===== src/rtl/fseq_pkg.sv =====
package fseq_pkg;
    localparam int WORD_W = 16;
    localparam int TGT_W  = 13;
    localparam int RADR_W = 7;
    localparam int RDAT_W = 8;

    typedef enum logic [1:0] {
        S_IDLE = 2'd0,
        S_RUN  = 2'd1,
        S_HOLD = 2'd2
    } seq_state_t;

    typedef enum logic [1:0] {
        OP_END  = 2'd0,
        OP_HOLD = 2'd1,
        OP_MOVE = 2'd2
    } seq_op_t;

    function automatic seq_op_t classify(input logic [WORD_W-1:0] w);
        if (w == '0)
            return OP_END;
        else if (w[WORD_W-1])
            return OP_MOVE;
        else
            return OP_HOLD;
    endfunction
endpackage


===== src/rtl/fseq_frame_ctr.sv =====
module fseq_frame_ctr #(
    parameter int FRAME_LEN = 5000,
    parameter int CNT_W     = $clog2(FRAME_LEN)
) (
    input  logic             clk,
    input  logic             rst_n,
    output logic [CNT_W-1:0] pos_o
);
    localparam logic [CNT_W-1:0] LAST = CNT_W'(FRAME_LEN - 1);

    logic [CNT_W-1:0] pos_q;

    always_ff @(posedge clk or negedge rst_n) begin
        if (!rst_n)
            pos_q <= '0;
        else if (pos_q == LAST)
            pos_q <= '0;
        else
            pos_q <= pos_q + 1'b1;
    end

    assign pos_o = pos_q;

    AST_POS_RANGE: assert property (@(posedge clk) disable iff (!rst_n)
        32'(pos_q) < FRAME_LEN);
    AST_POS_STEP: assert property (@(posedge clk) disable iff (!rst_n)
        (pos_q != '0) |-> (pos_q == $past(pos_q) + 1'b1));
    AST_POS_WRAP: assert property (@(posedge clk) disable iff (!rst_n)
        (pos_q == LAST) |=> (pos_q == '0));
endmodule


===== src/rtl/fseq_prog_ram.sv =====
module fseq_prog_ram #(
    parameter int DEPTH = 32,
    parameter int AW    = $clog2(DEPTH)
) (
    input  logic                        clk,
    input  logic                        rst_n,
    input  logic                        we_i,
    input  logic                        lock_i,
    input  logic [AW-1:0]               waddr_i,
    input  logic [fseq_pkg::WORD_W-1:0] wdata_i,
    input  logic [AW-1:0]               raddr_i,
    output logic [fseq_pkg::WORD_W-1:0] rdata_o
);
    logic [fseq_pkg::WORD_W-1:0] mem_q [DEPTH];
    logic                        accept;

    assign accept = we_i && !lock_i;

    always_ff @(posedge clk or negedge rst_n) begin
        if (!rst_n) begin
            for (int i = 0; i < DEPTH; i++)
                mem_q[i] <= '0;
        end else if (accept) begin
            mem_q[waddr_i] <= wdata_i;
        end
    end

    assign rdata_o = mem_q[raddr_i];

    AST_LOCKED_WRITE: assert property (@(posedge clk) disable iff (!rst_n)
        (we_i && lock_i) |=> (mem_q[$past(waddr_i)] == $past(mem_q[waddr_i])));
    AST_OPEN_WRITE: assert property (@(posedge clk) disable iff (!rst_n)
        (we_i && !lock_i) |=> (mem_q[$past(waddr_i)] == $past(wdata_i)));
endmodule


===== src/rtl/fseq_core.sv =====
module fseq_core
    import fseq_pkg::*;
#(
    parameter int AW    = 5,
    parameter int CNT_W = 13
) (
    input  logic              clk,
    input  logic              rst_n,
    input  logic              start_i,
    input  logic [CNT_W-1:0]  pos_i,
    input  logic [WORD_W-1:0] word_i,
    output logic [AW-1:0]     pc_o,
    output logic              busy_o,
    output logic              done_o,
    output logic              wr_en_o,
    output logic [RADR_W-1:0] wr_addr_o,
    output logic [RDAT_W-1:0] wr_data_o
);
    seq_state_t        state_q, state_d;
    logic [AW-1:0]     pc_q, pc_d;
    seq_op_t           op;
    logic [TGT_W-1:0]  target;
    logic              hit;

    // Word decode
    assign op     = classify(word_i);
    assign target = word_i[TGT_W-1:0];
    assign hit    = (32'(pos_i) == 32'(target));

    // Next-state and program-counter logic
    always_comb begin
        state_d = state_q;
        pc_d    = pc_q;
        unique case (state_q)
            S_IDLE: begin
                if (start_i) begin
                    state_d = S_RUN;
                    pc_d    = '0;
                end
            end
            S_RUN: begin
                unique case (op)
                    OP_END:  state_d = S_IDLE;
                    OP_MOVE: pc_d = pc_q + 1'b1;
                    OP_HOLD: begin
                        if (hit)
                            pc_d = pc_q + 1'b1;
                        else
                            state_d = S_HOLD;
                    end
                    default: state_d = S_IDLE;
                endcase
            end
            S_HOLD: begin
                if (hit) begin
                    state_d = S_RUN;
                    pc_d    = pc_q + 1'b1;
                end
            end
            default: state_d = S_IDLE;
        endcase
    end

    // State register
    always_ff @(posedge clk or negedge rst_n) begin
        if (!rst_n) begin
            state_q <= S_IDLE;
            pc_q    <= '0;
        end else begin
            state_q <= state_d;
            pc_q    <= pc_d;
        end
    end

    // Output register
    always_ff @(posedge clk or negedge rst_n) begin
        if (!rst_n) begin
            wr_en_o   <= 1'b0;
            wr_addr_o <= '0;
            wr_data_o <= '0;
            done_o    <= 1'b0;
        end else begin
            wr_en_o <= (state_q == S_RUN) && (op == OP_MOVE);
            done_o  <= (state_q == S_RUN) && (op == OP_END);
            if ((state_q == S_RUN) && (op == OP_MOVE)) begin
                wr_addr_o <= word_i[RDAT_W +: RADR_W];
                wr_data_o <= word_i[RDAT_W-1:0];
            end
        end
    end

    assign busy_o = (state_q != S_IDLE);
    assign pc_o   = pc_q;

    AST_HOLD_STALL: assert property (@(posedge clk) disable iff (!rst_n)
        ((state_q == S_HOLD) && !hit) |=> $stable(pc_q));
    AST_WR_IN_BUSY: assert property (@(posedge clk) disable iff (!rst_n)
        wr_en_o |-> busy_o);
    AST_DONE_EDGE: assert property (@(posedge clk) disable iff (!rst_n)
        done_o |-> (!busy_o && $past(busy_o)));
    AST_NO_WR_WITH_DONE: assert property (@(posedge clk) disable iff (!rst_n)
        !(wr_en_o && done_o));
    AST_IDLE_START: assert property (@(posedge clk) disable iff (!rst_n)
        ((state_q == S_IDLE) && start_i) |=> (busy_o && (pc_q == '0)));
endmodule


===== src/rtl/qb_scenario_seq.sv =====
module qb_scenario_seq #(
    parameter int FRAME_LEN = 5000,
    parameter int DEPTH     = 32,
    parameter int CNT_W     = $clog2(FRAME_LEN),
    parameter int AW        = $clog2(DEPTH)
) (
    input  logic                                clk,
    input  logic                                rst_n,
    input  logic                                prog_we,
    input  logic [AW-1:0]                       prog_addr,
    input  logic [fseq_pkg::WORD_W-1:0]         prog_wdata,
    input  logic                                start,
    output logic [CNT_W-1:0]                    frame_pos,
    output logic                                busy,
    output logic                                done,
    output logic                                wr_en,
    output logic [fseq_pkg::RADR_W-1:0]         wr_addr,
    output logic [fseq_pkg::RDAT_W-1:0]         wr_data
);
    logic [AW-1:0]               pc;
    logic [fseq_pkg::WORD_W-1:0] word;

    fseq_frame_ctr #(.FRAME_LEN(FRAME_LEN), .CNT_W(CNT_W)) u_ctr (
        .clk   (clk),
        .rst_n (rst_n),
        .pos_o (frame_pos)
    );

    fseq_prog_ram #(.DEPTH(DEPTH), .AW(AW)) u_ram (
        .clk     (clk),
        .rst_n   (rst_n),
        .we_i    (prog_we),
        .lock_i  (busy),
        .waddr_i (prog_addr),
        .wdata_i (prog_wdata),
        .raddr_i (pc),
        .rdata_o (word)
    );

    fseq_core #(.AW(AW), .CNT_W(CNT_W)) u_core (
        .clk       (clk),
        .rst_n     (rst_n),
        .start_i   (start),
        .pos_i     (frame_pos),
        .word_i    (word),
        .pc_o      (pc),
        .busy_o    (busy),
        .done_o    (done),
        .wr_en_o   (wr_en),
        .wr_addr_o (wr_addr),
        .wr_data_o (wr_data)
    );
endmodule


===== config.mk =====
export PLATFORM = sky130hd
export DESIGN_NAME = qb_scenario_seq
export DESIGN_NICKNAME = d
export VERILOG_FILES = /design/src/rtl/fseq_pkg.sv /design/src/rtl/fseq_frame_ctr.sv /design/src/rtl/fseq_prog_ram.sv /design/src/rtl/fseq_core.sv /design/src/rtl/qb_scenario_seq.sv
export SDC_FILE = /design/constraint.sdc
export NUM_CORES = 1
export LEC_CHECK = 0
export ABC_CLOCK_PERIOD_IN_PS = 3300
export CAP_MARGIN = 20
export CORE_UTILIZATION = 39
export CTS_CLUSTER_DIAMETER = 150
export CTS_CLUSTER_SIZE = 28
export DETAILED_ROUTE_END_ITERATION = 12
export HOLD_SLACK_MARGIN = 0.06
export PLACE_DENSITY = 0.66
export SETUP_SLACK_MARGIN = 0.1
export SLEW_MARGIN = 20
export SYNTH_ARGS = -nofsm -noshare
export SYNTH_HDL_FRONTEND = slang
export SYNTH_HIERARCHICAL = 1
export SYNTH_SLANG_ARGS = --single-unit

===== constraint.sdc =====
create_clock -name clk -period 3.3 [get_ports clk]
set_clock_uncertainty 0.2 [all_clocks]
set_input_delay 0.495 -clock clk [delete_from_list [all_inputs] [get_ports clk]]
set_output_delay 0.495 -clock clk [all_outputs]
set_load 0.02 [all_outputs]

==> impl_table.tex <==
\begin{tabular}{lr}
\hline
Metric & Value \\
\hline
\multicolumn{2}{l}{\textbf{Run status}} \\
Run status & finished, violations left \\
Violated checks & negative setup slack \\
\multicolumn{2}{l}{\textbf{Final layout}} \\
Post-route cell area & $\sim$30000 sq um \\
Fill cell instance count of the final layout & just under 6000 \\
Syn-to-layout area delta & 16.6\% \\
Fraction of layout instances using a drive strength above 1 & a little over two fifths \\
Count of placed standard cells in the final layout, fillers left out & approximately 2900 \\
Final net count & between 2000 and 2500 \\
Antenna fix cells & 0 \\
\multicolumn{2}{l}{\textbf{Synth}} \\
Count of yosys warnings during synthesis & 6 \\
Number of enable flip-flop cells after synthesis & 0 \\
Distinct cells, synth & 61 \\
Area of the mapped netlist & around 26000 sq um \\
Cell count after synthesis & around 1900 \\
Post-synth ARST share & 100\% \\
Per-instance average area after synthesis & 13.6 sq um \\
Synthesized Nets & between 1500 and 2000 \\
Post-synthesis sequential area ratio & $\sim$53\% \\
Count of state elements after synthesis & approximately 550 \\
Flip-flop cell with the highest count after synthesis & sky130\_fd\_sc\_hd\_\_dfrtp\_1 \\
\multicolumn{2}{l}{\textbf{GRT}} \\
First-pass GRT wire length & 106000 um \\
Total Routing Usage GR & 20.3\% \\
Initial antenna violation count & 0 \\
Maximum number of pins on one net before global-route repair & 91 \\
Total overflow reported by the global router & 0 \\
Number of global-route vias before repair & approximately 17000 \\
\multicolumn{2}{l}{\textbf{Detailed routing}} \\
Vias after detailed routing & between 15000 and 20000 \\
Total wirelength of the detailed-routed design & between 60000 and 70000 um \\
Mean routed wirelength per cell & approximately 24 um \\
First-pass iteration count of the detailed router & 5 \\
Vias per std cell & between 5 and 6 \\
DRC & 0 \\
Initial drt markers & around 1200 \\
Residual antenna-violating net count after detailed routing & 0 \\
\multicolumn{2}{l}{\textbf{STA}} \\
Timing-limited maximum frequency & 276 MHz \\
RSZ-0062 raised after global routing & yes \\
Worst Tran Pin Value & about 830 ps \\
Final worst-path setup slack & -318 ps \\
Final Cycle Share & 110\% \\
Count of pins over their slew limit & 0 \\
Worst rel slew slack & $\sim$45\% \\
Period minus WS final & 3620 ps \\
Fin Hold WS & $\sim$300 ps \\
Final hold violations & 0 \\
Final number of setup-violating endpoints & 7 \\
\multicolumn{2}{l}{\textbf{Job}} \\
Max capacitance violation total & 0 \\
\multicolumn{2}{l}{\textbf{Clock network}} \\
Maximum level of the CTS H-tree & 1 \\
CTS tree & built \\
Cell at the root of the clock tree & sky130\_fd\_sc\_hd\_\_clkbuf\_16 \\
Number of buffers created by CTS & 23 \\
Longest Clk Path Bufs & 3 \\
Sinks on Clock Net & 549 \\
Clock transition time at the flip-flop clock pins of the worst setup and hold paths & 110 ps \\
Latest clock arrival within the worst-skew pair & 580 ps \\
\multicolumn{2}{l}{\textbf{Power}} \\
Logic gate share of total power & about a third \\
Portion of total power attributed to sequential cells & roughly half \\
Share of total power consumed by net switching & a little under a third \\
Cell Pwr Density & $\sim$660 nW/um\^{}2 \\
Design internal power & about 0.014 W \\
Leakage Power & about 14 nW \\
Maximum resistive drop on vdd & just over 0.0004 V \\
Switching pwr & about 0.0064 W \\
Relative contribution of the clock network to total power & 16.7\% \\
\multicolumn{2}{l}{\textbf{Critical path}} \\
Sort of element at the start of the critical path & flop \\
Critical path data required time & $\sim$3600 ps \\
Max FO, Critical Path & 6 \\
Maximum single-stage delay on the critical path & between 500 and 600 ps \\
Crit path arrival time & approximately 3900 ps \\
Ordered list of cells on the worst path & buf\_12 -> buf\_16 -> buf\_4 -> mux2i\_1 -> a21oi\_1 -> a31oi\_4 -> buf\_6 -> nand3\_4 -> xor2\_2 -> nor4\_2 -> and4\_4 -> mux2\_4 -> o21ai\_2 -> o41ai\_2 \\
Max stage delay cell, worst path & sky130\_fd\_sc\_hd\_\_dfrtp\_4 \\
Crit-path leading delay family & simple AND/OR/NAND/NOR gates \\
Critical path capture point type & flop \\
CP Buf/Inv Count & 4 \\
Setup Crit Path Kind & reg2reg \\
\multicolumn{2}{l}{\textbf{Die}} \\
Core footprint & between 60000 and 70000 sq um \\
Horizontal die dimension & between 200 and 300 um \\
\# rows & 94 \\
Vertical die dimension & between 200 and 300 um \\
Initial standard-cell utilization of the core & roughly two fifths \\
Die area & slightly below 70000 sq um \\
Top-level port count & 56 \\
\multicolumn{2}{l}{\textbf{Hold path}} \\
Type of the worst min-delay path & reg2reg \\
\multicolumn{2}{l}{\textbf{Placed design}} \\
Inst Count DP & between 2000 and 3000 \\
IO Port Bufs & 55 \\
Post-DP HPWL & between 40000 and 50000 um \\
Placer's final routability congestion estimate & 0.850 \\
Placement Cell Area & around 29000 sq um \\
\hline
\end{tabular}
[per-stage QoR]
step / worst slack (ps) / TNS [ps] / util (%) / power (W)
6_report: -318 / -1680 / 46.0 / 0.0200
5_1_grt: -332 / -2070 / 46.0 / 0.0211
4_1_cts: -282 / -1560 / 45.4 / 0.0197
3_5_place_dp: -561 / -3030 / 43.4 / 0.0159
3_3_place_gp: -451 / -2450 / 43.4 / 0.0156
2_1_floorplan: 110 / 0 / - / 0.0133
[repair_timing]
item | 4_1_cts | 5_1_grt
hold buffers | 1 | 0
buffers inserted | 15 | 12
gates resized for setup | 72 | 66
setup endpoints to repair | 8 | 23
cloned | 7 | 1
hold endpoints to repair | 61 | 0
pin swaps | 26 | 51
[worst paths after layout]
| path | from | to | slack [ps] | cells past startpoint |
|---|---|---|---|---|
| setup reg to reg | u_core/pc_o[1] | u_core/state_q[0] | -320 | 14 |
| setup / recovery | u_core/pc_o[1] | u_core/state_q[0] | -320 | 14 |
| max in group asynchronous | rst_n | u_ram/mem_q[397] | 1600 | 3 |
| hold / removal | u_ram/mem_q[297] | u_ram/mem_q[297] | 300 | 1 |
| min in group asynchronous | rst_n | u_ram/mem_q[262] | 310 | 2 |
| hold reg to reg | u_ram/mem_q[297] | u_ram/mem_q[297] | 300 | 1 |
[placed cells by master (no fill, tap or decap), types with 7 or more instances in the layout]
master,Yosys,layout
sky130_fd_sc_hd__a21oi_1,36,35
sky130_fd_sc_hd__a22o_1,32,32
sky130_fd_sc_hd__a22oi_1,65,60
sky130_fd_sc_hd__buf_12,0,35
sky130_fd_sc_hd__buf_16,0,7
sky130_fd_sc_hd__buf_4,21,134
sky130_fd_sc_hd__buf_6,9,27
sky130_fd_sc_hd__clkbuf_16,0,24
sky130_fd_sc_hd__clkdlybuf4s50_1,0,53
sky130_fd_sc_hd__dfrtp_1,549,546
sky130_fd_sc_hd__ha_1,7,7
sky130_fd_sc_hd__inv_1,7,7
sky130_fd_sc_hd__mux2_1,41,41
sky130_fd_sc_hd__mux2_2,486,486
sky130_fd_sc_hd__mux2i_1,256,250
sky130_fd_sc_hd__nand2_1,40,39
sky130_fd_sc_hd__nand2_2,15,16
sky130_fd_sc_hd__nand3_1,39,19
sky130_fd_sc_hd__nand3_2,2,15
sky130_fd_sc_hd__nand3_4,0,7
sky130_fd_sc_hd__nand4_1,19,19
sky130_fd_sc_hd__nor2_1,9,8
sky130_fd_sc_hd__nor2_4,7,8
sky130_fd_sc_hd__nor2_8,8,8
sky130_fd_sc_hd__nor3_2,1,13
sky130_fd_sc_hd__xor2_1,18,15
[cells in the mapped netlist, types with 8 or more instances]
cell type / count / area (sq um)
sky130_fd_sc_hd__dfrtp_1: 549 / 13700
sky130_fd_sc_hd__mux2_2: 486 / 5470
sky130_fd_sc_hd__mux2i_1: 256 / 2560
sky130_fd_sc_hd__clkbuf_1: 70 / 263
sky130_fd_sc_hd__a22oi_1: 65 / 488
sky130_fd_sc_hd__buf_2: 48 / 240
sky130_fd_sc_hd__mux2_1: 41 / 462
sky130_fd_sc_hd__nand2_1: 40 / 150
sky130_fd_sc_hd__nand3_1: 39 / 195
sky130_fd_sc_hd__a21oi_1: 36 / 180
sky130_fd_sc_hd__a22o_1: 32 / 280
sky130_fd_sc_hd__buf_4: 21 / 158
sky130_fd_sc_hd__nand4_1: 19 / 119
sky130_fd_sc_hd__nor3_1: 19 / 95.1
sky130_fd_sc_hd__xor2_1: 18 / 158
sky130_fd_sc_hd__a31oi_1: 16 / 100
sky130_fd_sc_hd__nand2_2: 15 / 93.8
sky130_fd_sc_hd__buf_6: 9 / 101
sky130_fd_sc_hd__nor2_1: 9 / 33.8
sky130_fd_sc_hd__nor2_8: 8 / 160
[layer usage]
layer / wire length [um] / part of all wire [%] / vias up / global-route usage, %
li1: - / - / 7161 / -
met4: 1260 / 1.8 / 0 / 4.23
met5: 0 / 0 / - / 0
met2: 32600 / 48 / 366 / 33.3
met3: 2820 / 4.1 / 69 / 2.50
met1: 31700 / 46 / 8774 / 28.8
[power groups by stage]
stage	Sequential, W	Clock [W]	Combinational, W
after global placement	0.00968	0	0.00591
after CTS	0.00966	0.00346	0.00660
after floorplan	0.00955	0	0.00376
after detailed placement	0.00980	0	0.00611
final	0.00968	0.00335	0.00702
after global routing	0.00992	0.00369	0.00750
[cell type report]
class / instances / area (sq um) / share of cell area, %
Sequential cell: 549 / 13700 / 45.5
Multi-Input combinational cell: 1189 / 11900 / 39.5
Timing Repair Buffer: 262 / 2840 / 9.39
Tap cell: 864 / 1080 / 3.58
Clock buffer: 24 / 579 / 1.92
Inverter: 7 / 26.3 / 0.0869
Clock inverter: 1 / 16.3 / 0.0538
[state kept, by name, summed over array words and instances, names as in the netlist]
name / cells
u_core/wr_en_o: 1
u_core/done_o: 1
u_ctr/pos_o: 13
u_ram/mem_q: 512
u_core/wr_data_o: 8
u_core/pc_o: 5
u_core/wr_addr_o: 7
u_core/state_q: 2
[cells by family (layout without fill, tap and decap cells)]
group                    after synthesis  after routing  share of synthesized area, %
XOR/XNOR                              20             20                         0.676
multiplexers                         784            784                          32.9
buffers and inverters                161            294                          3.14
flip-flops                           549            549                          53.0
AND/OR/NAND/NOR                      201            201                          5.08
adder cells (fa/ha/maj)                7              7                         0.338
AO/OA/AOI/OAI                        177            177                          4.89
Note: power is estimated with default switching activity, not from simulation.
